===== src/rtl/uart_tx_pkg.sv =====
package uart_tx_pkg;

  // Strobes from the control to the datapath.
  typedef struct packed {
    logic load;     // move a new frame into the shift register
    logic asBreak;  // the frame being loaded is a break frame
    logic shift;    // advance to the next bit position
  } txStrobe_t;

endpackage


===== src/rtl/uart_tx_ctrl.sv =====
module uart_tx_ctrl
  import uart_tx_pkg::*;
#(
  parameter int DIV_W  = 16,
  parameter int OVS    = 16,
  parameter int DATA_W = 9
) (
  input  logic             clk,
  input  logic             rstN,
  input  logic [DIV_W-1:0] divisor,
  input  logic             uartEn,
  input  logic             txEn,
  input  logic             wordNine,
  input  logic             dataWrite,
  input  logic             breakSet,
  output txStrobe_t        strobe,
  output logic             busy,
  output logic             txe,
  output logic             tc,
  output logic             breakPending
);

  localparam int FRAME_W = DATA_W + 2;
  localparam int IDX_W   = $clog2(FRAME_W);
  localparam int TICK_W  = $clog2(OVS);

  logic [DIV_W-1:0]  divCnt;
  logic [TICK_W-1:0] tickCnt;
  logic [IDX_W-1:0]  bitIdx;
  logic [IDX_W-1:0]  lastIdx;
  logic              frameNine;
  logic              frameBreak;
  logic              breakFlag;
  logic              startNow;
  logic              tick;
  logic              bitEnd;
  logic              frameEnd;

  assign lastIdx  = frameNine ? IDX_W'(FRAME_W - 1) : IDX_W'(FRAME_W - 2);
  assign startNow = !busy && uartEn && txEn && (breakFlag || !txe);
  assign tick     = busy && (divCnt == divisor);
  assign bitEnd   = tick && (tickCnt == TICK_W'(OVS - 1));
  assign frameEnd = bitEnd && (bitIdx == lastIdx);

  assign strobe.load    = startNow;
  assign strobe.asBreak = breakFlag;
  assign strobe.shift   = bitEnd && !frameEnd;

  assign breakPending = breakFlag;

  // Bit timing: divider, oversampling tick counter, bit position.
  always_ff @(posedge clk or negedge rstN) begin
    if (!rstN) begin
      busy       <= 1'b0;
      divCnt     <= '0;
      tickCnt    <= '0;
      bitIdx     <= '0;
      frameNine  <= 1'b0;
      frameBreak <= 1'b0;
    end else if (startNow) begin
      busy       <= 1'b1;
      divCnt     <= '0;
      tickCnt    <= '0;
      bitIdx     <= '0;
      frameNine  <= wordNine;
      frameBreak <= breakFlag;
    end else if (busy) begin
      divCnt <= tick ? '0 : divCnt + 1'b1;
      if (bitEnd)    tickCnt <= '0;
      else if (tick) tickCnt <= tickCnt + 1'b1;
      if (frameEnd)    busy   <= 1'b0;
      else if (bitEnd) bitIdx <= bitIdx + 1'b1;
    end
  end

  // Status and break request flags.
  always_ff @(posedge clk or negedge rstN) begin
    if (!rstN) begin
      txe       <= 1'b1;
      tc        <= 1'b1;
      breakFlag <= 1'b0;
    end else begin
      if (dataWrite)                  txe <= 1'b0;
      else if (startNow && !breakFlag) txe <= 1'b1;

      if (dataWrite || startNow)                  tc <= 1'b0;
      else if (frameEnd && txe && !breakFlag)     tc <= 1'b1;

      if (breakSet) breakFlag <= 1'b1;
      else if (bitEnd && frameBreak && (bitIdx == lastIdx - 1'b1)) breakFlag <= 1'b0;
    end
  end

  // the break request clears only as the break frame enters its stop bit
  a_r11_break_clear_at_stop: assert property (@(posedge clk) disable iff (!rstN)
    $fell(breakFlag) |-> (busy && frameBreak && bitIdx == lastIdx));

  // holding register reports empty only after a data frame was loaded
  a_r7_txe_set_on_load: assert property (@(posedge clk) disable iff (!rstN)
    $rose(txe) |-> $past(startNow && !breakFlag));

  // complete only rises when a stop bit ends with nothing waiting
  a_r8_tc_set_at_stop_end: assert property (@(posedge clk) disable iff (!rstN)
    $rose(tc) |-> ($past(frameEnd) && $past(txe)));

  // a pending break with the transmitter enabled and idle starts next
  a_r6_break_starts: assert property (@(posedge clk) disable iff (!rstN)
    (breakFlag && !busy && uartEn && txEn) |=> (busy && frameBreak));

  // the bit position never runs past the stop bit of the frame length
  a_r1_idx_in_frame: assert property (@(posedge clk) disable iff (!rstN)
    busy |-> (bitIdx <= lastIdx));

endmodule


===== src/rtl/uart_tx_dp.sv =====
module uart_tx_dp
  import uart_tx_pkg::*;
#(
  parameter int DATA_W = 9
) (
  input  logic              clk,
  input  logic              rstN,
  input  txStrobe_t         strobe,
  input  logic [DATA_W-1:0] dataIn,
  input  logic              dataWrite,
  input  logic              wordNine,
  input  logic              parityEn,
  input  logic              parityOdd,
  output logic              txOut
);

  localparam int FRAME_W = DATA_W + 2;

  logic [DATA_W-1:0]  holdReg;
  logic [FRAME_W-1:0] shiftReg;
  logic [FRAME_W-1:0] dataFrame;
  logic [FRAME_W-1:0] breakFrame;
  logic               parityAcc;
  int                 topPos;

  always_ff @(posedge clk or negedge rstN) begin
    if (!rstN)          holdReg <= '0;
    else if (dataWrite) holdReg <= dataIn;
  end

  // Frame assembly; word length and parity are taken at load time.
  always_comb begin
    topPos    = wordNine ? DATA_W : DATA_W - 1;
    parityAcc = parityOdd;
    for (int i = 0; i < DATA_W - 1; i++)
      if (i < topPos - 1) parityAcc = parityAcc ^ holdReg[i];
    dataFrame = '1;
    dataFrame[0] = 1'b0;
    for (int i = 0; i < DATA_W; i++)
      if (i < topPos) dataFrame[i + 1] = holdReg[i];
    if (parityEn) dataFrame[topPos] = parityAcc;
  end

  for (genvar g = 0; g < FRAME_W; g++) begin : gBreak
    assign breakFrame[g] = (g > topPos);
  end

  always_ff @(posedge clk or negedge rstN) begin
    if (!rstN)             shiftReg <= '1;
    else if (strobe.load)  shiftReg <= strobe.asBreak ? breakFrame : dataFrame;
    else if (strobe.shift) shiftReg <= {1'b1, shiftReg[FRAME_W-1:1]};
  end

  assign txOut = shiftReg[0];

  // every frame begins with a low start bit right after loading
  a_r1_start_low: assert property (@(posedge clk) disable iff (!rstN)
    strobe.load |=> !txOut);

endmodule


===== src/rtl/uart_break_tx.sv =====
module uart_break_tx
  import uart_tx_pkg::*;
#(
  parameter int DIV_W  = 16,
  parameter int OVS    = 16,
  parameter int DATA_W = 9
) (
  input  logic              clk,
  input  logic              rstN,
  input  logic [DIV_W-1:0]  divisor,
  input  logic              uartEn,
  input  logic              txEn,
  input  logic              wordNine,
  input  logic              parityEn,
  input  logic              parityOdd,
  input  logic              txeIe,
  input  logic              tcIe,
  input  logic [DATA_W-1:0] dataIn,
  input  logic              dataWrite,
  input  logic              breakSet,
  output logic              txOut,
  output logic              txe,
  output logic              tc,
  output logic              breakPending,
  output logic              irq
);

  txStrobe_t strobe;
  logic      busy;

  uart_tx_ctrl #(.DIV_W(DIV_W), .OVS(OVS), .DATA_W(DATA_W)) uCtrl (
    .clk(clk), .rstN(rstN), .divisor(divisor), .uartEn(uartEn), .txEn(txEn),
    .wordNine(wordNine), .dataWrite(dataWrite), .breakSet(breakSet),
    .strobe(strobe), .busy(busy), .txe(txe), .tc(tc), .breakPending(breakPending)
  );

  uart_tx_dp #(.DATA_W(DATA_W)) uDp (
    .clk(clk), .rstN(rstN), .strobe(strobe), .dataIn(dataIn), .dataWrite(dataWrite),
    .wordNine(wordNine), .parityEn(parityEn), .parityOdd(parityOdd), .txOut(txOut)
  );

  assign irq = (txeIe && txe) || (tcIe && tc);

  // the line rests high between frames
  a_r10_idle_high: assert property (@(posedge clk) disable iff (!rstN)
    !busy |-> txOut);

  // no frame begins while either enable is low
  a_r5_no_start_disabled: assert property (@(posedge clk) disable iff (!rstN)
    (!busy && !(uartEn && txEn)) |=> !busy);

endmodule


===== config.mk =====
export PLATFORM = sky130hd
export DESIGN_NAME = uart_break_tx
export DESIGN_NICKNAME = d
export VERILOG_FILES = /design/src/rtl/uart_tx_pkg.sv /design/src/rtl/uart_tx_ctrl.sv /design/src/rtl/uart_tx_dp.sv /design/src/rtl/uart_break_tx.sv
export SDC_FILE = /design/constraint.sdc
export NUM_CORES = 1
export LEC_CHECK = 0
export BUFFER_PORTS_ARGS = -buffer_cell sky130_fd_sc_hd__buf_2
export CAP_MARGIN = 10
export CORE_ASPECT_RATIO = 0.8
export CORE_MARGIN = 1.5
export CORE_UTILIZATION = 45
export CTS_CLUSTER_SIZE = 8
export DETAILED_ROUTE_END_ITERATION = 8
export MAX_ROUTING_LAYER = met4
export PLACE_DENSITY = 0.69
export SYNTH_ARGS = -nofsm -noshare
export SYNTH_HDL_FRONTEND = slang
export SYNTH_SLANG_ARGS = --single-unit

===== constraint.sdc =====
create_clock -name clk -period 2.3 [get_ports clk]
set_input_delay 0.345 -clock clk [delete_from_list [all_inputs] [get_ports clk]]
set_output_delay 0.345 -clock clk [all_outputs]
set_load 0.05 [all_outputs]

==> results.json <==
{
  "yosys-top-cells-area": "dfrtp_1 (35%), dfstp_2 (12%), xnor2_1 (8.6%)",
  "synth-seq-cells": 49,
  "antenna_found_initial": 0,
  "diodes": 0,
  "ys_warn_count": 0,
  "required_ns": 2.53,
  "cp_max_fo": 9,
  "n_fill_cell": 505,
  "clockBufferDepth": 2,
  "drt_iter0_markers": 83,
  "reg2reg_depth": 6,
  "async_flop_share_pct": 100,
  "multi_input_area_um2": 1330,
  "power_leakage_nw": 1.39,
  "dpl_worst_slack_ns": 0.205,
  "final_util_pct": 54.9,
  "cts_setup_buffers": 0,
  "finalWirelength_um": 5320,
  "rows": 24,
  "synth_ff_type": "dfrtp_1",
  "ant_nets": 0,
  "nets": 343,
  "cts_resized": 0,
  "area_delta_synth_final_pct": 15.8,
  "synth_area_um2": 2630,
  "tritoncts": "yes",
  "placed_cells": 375,
  "htreeDepth": 2,
  "layout_common_cells": "buf_2 (40), dfrtp_1 (37), nor2_1 (29), nand2_1 (29), xnor2_1 (26)",
  "cts.root.buffer_cell": "clkbuf_8",
  "path_class": "reg -> reg",
  "postCtsHoldBufs": 0,
  "hold_class": "in -> async",
  "coreArea_um2": 5560,
  "dieArea_um2": 6320,
  "die_x_um": 88.5,
  "setup_ws_ns": 0.284,
  "mostFrequentLayoutCell": "buf_2",
  "fin_setup_tns_ns": 0,
  "synthCells": 256,
  "path_clk_slew_ns": 0.09,
  "grt_max_degree": 50,
  "tightest_slew_ns": 0.611,
  "hold_viol_final": 0,
  "maxCapViolations": 0,
  "rsz0062_at_grt": "false",
  "cts.sinks": 49,
  "ff_latch_area_um2": 1240,
  "max_freq_mhz": 496,
  "startpoint_type": "register",
  "slew-limit-headroom_pct": 59.3,
  "clock_skew_ns": 0.0112,
  "status": "complete, no violations",
  "avgSynthCellArea_um2": 10.3,
  "synth_edf_count": 0,
  "netlist.area_leader.share_pct": 35.2,
  "critPathSlowestCell": "dfrtp_1",
  "synth_fp_nets": 295,
  "ios": 41,
  "period_needed_ns": 2.02,
  "power.density_nw_per_um2": 713,
  "final_cell_count_no_fill": 383,
  "vdd_ir_drop_max_mv": 0.443,
  "r2r-start": "uCtrl.divCnt[4]$_DFFE_PN0P_",
  "yosysTopAreaCell": "dfrtp_1",
  "ys_seq_area_share_pct": 47.1,
  "grt_overflow": 0,
  "placed_area_um2": 2960,
  "r2r-end": "uDp.shiftReg[4]$_DFFE_PN1P_",
  "dp_hpwl_um": 3980,
  "max_stage_delay_ns": 0.42,
  "die_y_um": 71.4,
  "gp_congestion": 0.863,
  "vias": 1950,
  "viasPerCell": 5.09,
  "initial_core_util_pct": 47.4,
  "wl_per_cell_um": 13.9,
  "worst-r2r-setup-slack_ns": 0.28,
  "insertion_delay_ns": 0.31,
  "yosys.cell_types.count": 41,
  "crit_chain": "xnor2_1, nand4_1, nor4_4, nand3_2, mux2i_4, mux2_2",
  "period_share_pct": 87.7,
  "setup_viol": 0,
  "end_kind": "register",
  "port-buffer-count": 40,
  "arrival_ns": 2.25,
  "grt_usage_pct": 19.4,
  "slew_viol_final": 0,
  "firstDrtPassIters": 4,
  "final_area_um2": 3050,
  "drive_above_1_share_pct": 31.1,
  "grt_pass1_wl_um": 9070,
  "drc": 0,
  "grt_pass1_vias": 1976,
  "cts_buffers": 5
}
worst max-delay path by stage:
| stage | from | depth (start not counted) | to | slack, ns |
|---|---|---|---|---|
| after global placement | divisor[4] | 7 | uDp.shiftReg[6]$_DFFE_PN1P_ | 0.28 |
| after CTS | uCtrl.divCnt[4]$_DFFE_PN0P_ | 6 | uDp.shiftReg[2]$_DFFE_PN1P_ | 0.24 |
| final | uCtrl.divCnt[4]$_DFFE_PN0P_ | 6 | uDp.shiftReg[4]$_DFFE_PN1P_ | 0.28 |
| after global routing | uCtrl.divCnt[4]$_DFFE_PN0P_ | 6 | uDp.shiftReg[1]$_DFFE_PN1P_ | 0.12 |
| after floorplan | uCtrl.breakPending$_DFFE_PN0P_ | 6 | uCtrl.divCnt[15]$_DFFE_PN0P_ | 0.33 |
| after detailed placement | divisor[4] | 7 | uDp.shiftReg[2]$_DFFE_PN1P_ | 0.20 |
synthesized netlist by cell type, drive strengths merged, types with 2 or more instances:
library cell	instances
nor3	4
and3	5
a21oi	3
dfstp	12
clkbuf	6
ha	3
a41oi	2
mux2i	5
nand2b	2
nand4	5
o21ai	4
nor2	29
a31oi	3
dfrtp	37
nand3	17
inv	3
nor3b	2
nand2	29
nor4	3
xnor2	26
xor2	17
or2	3
nor2b	2
a21o	2
nand3b	2
mux2	18
buf	3
flip-flops by register name, summed over array words and instances (netlist names), 4 cells and up:
name and count:
uCtrl.bitIdx 4, uDp.shiftReg 10, uCtrl.divCnt 16, uCtrl.tickCnt 4
uDp.holdReg 9
worst max-delay path, delay by kind of cell (launching register included):
kind                      cells  cell delay [ns]
xor gates and xnor gates      1             0.21
DFF                           1             0.42
muxes                         2             0.74
and+or+nand+nor               3             0.57
logic make-up (layout without fill, tap and decap cells):
logic type               count (synthesis)  after routing  synth area share (%)
AO/OA/AOI/OAI                           17             17                  4.28
buffers and inverters                   13             62                  2.23
XOR/XNOR                                43             43                  14.3
flip-flops                              49             49                  47.1
multiplexers                            23             23                  10.1
AND/OR/NAND/NOR                        108            108                  20.6
adder cells (fa/ha/maj)                  3              3                  1.43
metrics by stage:
step | total power [mW] | hold slack [ns]
6_report | 2.17 | 0.117
5_1_grt | 2.30 | 0.173
4_1_cts | 2.20 | 0.138
3_5_place_dp | 1.69 | 0.477
3_3_place_gp | 1.67 | 0.489
2_1_floorplan | 1.54 | 0.0494
area by class of cell:
type / count / share of cell area, %
repair buffers: 50 / 9.03
clock inverters: 3 / 0.574
inverters: 4 / 0.492
multi-input cells: 194 / 43.7
clock buffers: 5 / 2.26
flip-flops and latches: 49 / 40.7
well taps: 78 / 3.20
metal layers:
metal / vias up / share of wire (%) / GRT usage (%)
met3: 5 / 4.2 / 3.80
li1: 964 / - / -
met5: - / 0 / -
met2: 38 / 44 / 28.0
met1: 943 / 51 / 27.5
met4: 0 / 1.0 / 6.25
report_power, final:
| group | switching [mW] | internal [mW] |
|---|---|---|
| registers | 0.143 | 1.04 |
| logic | 0.234 | 0.260 |
| clock network | 0.290 | 0.210 |
Power figures use the tool's default switching activity.
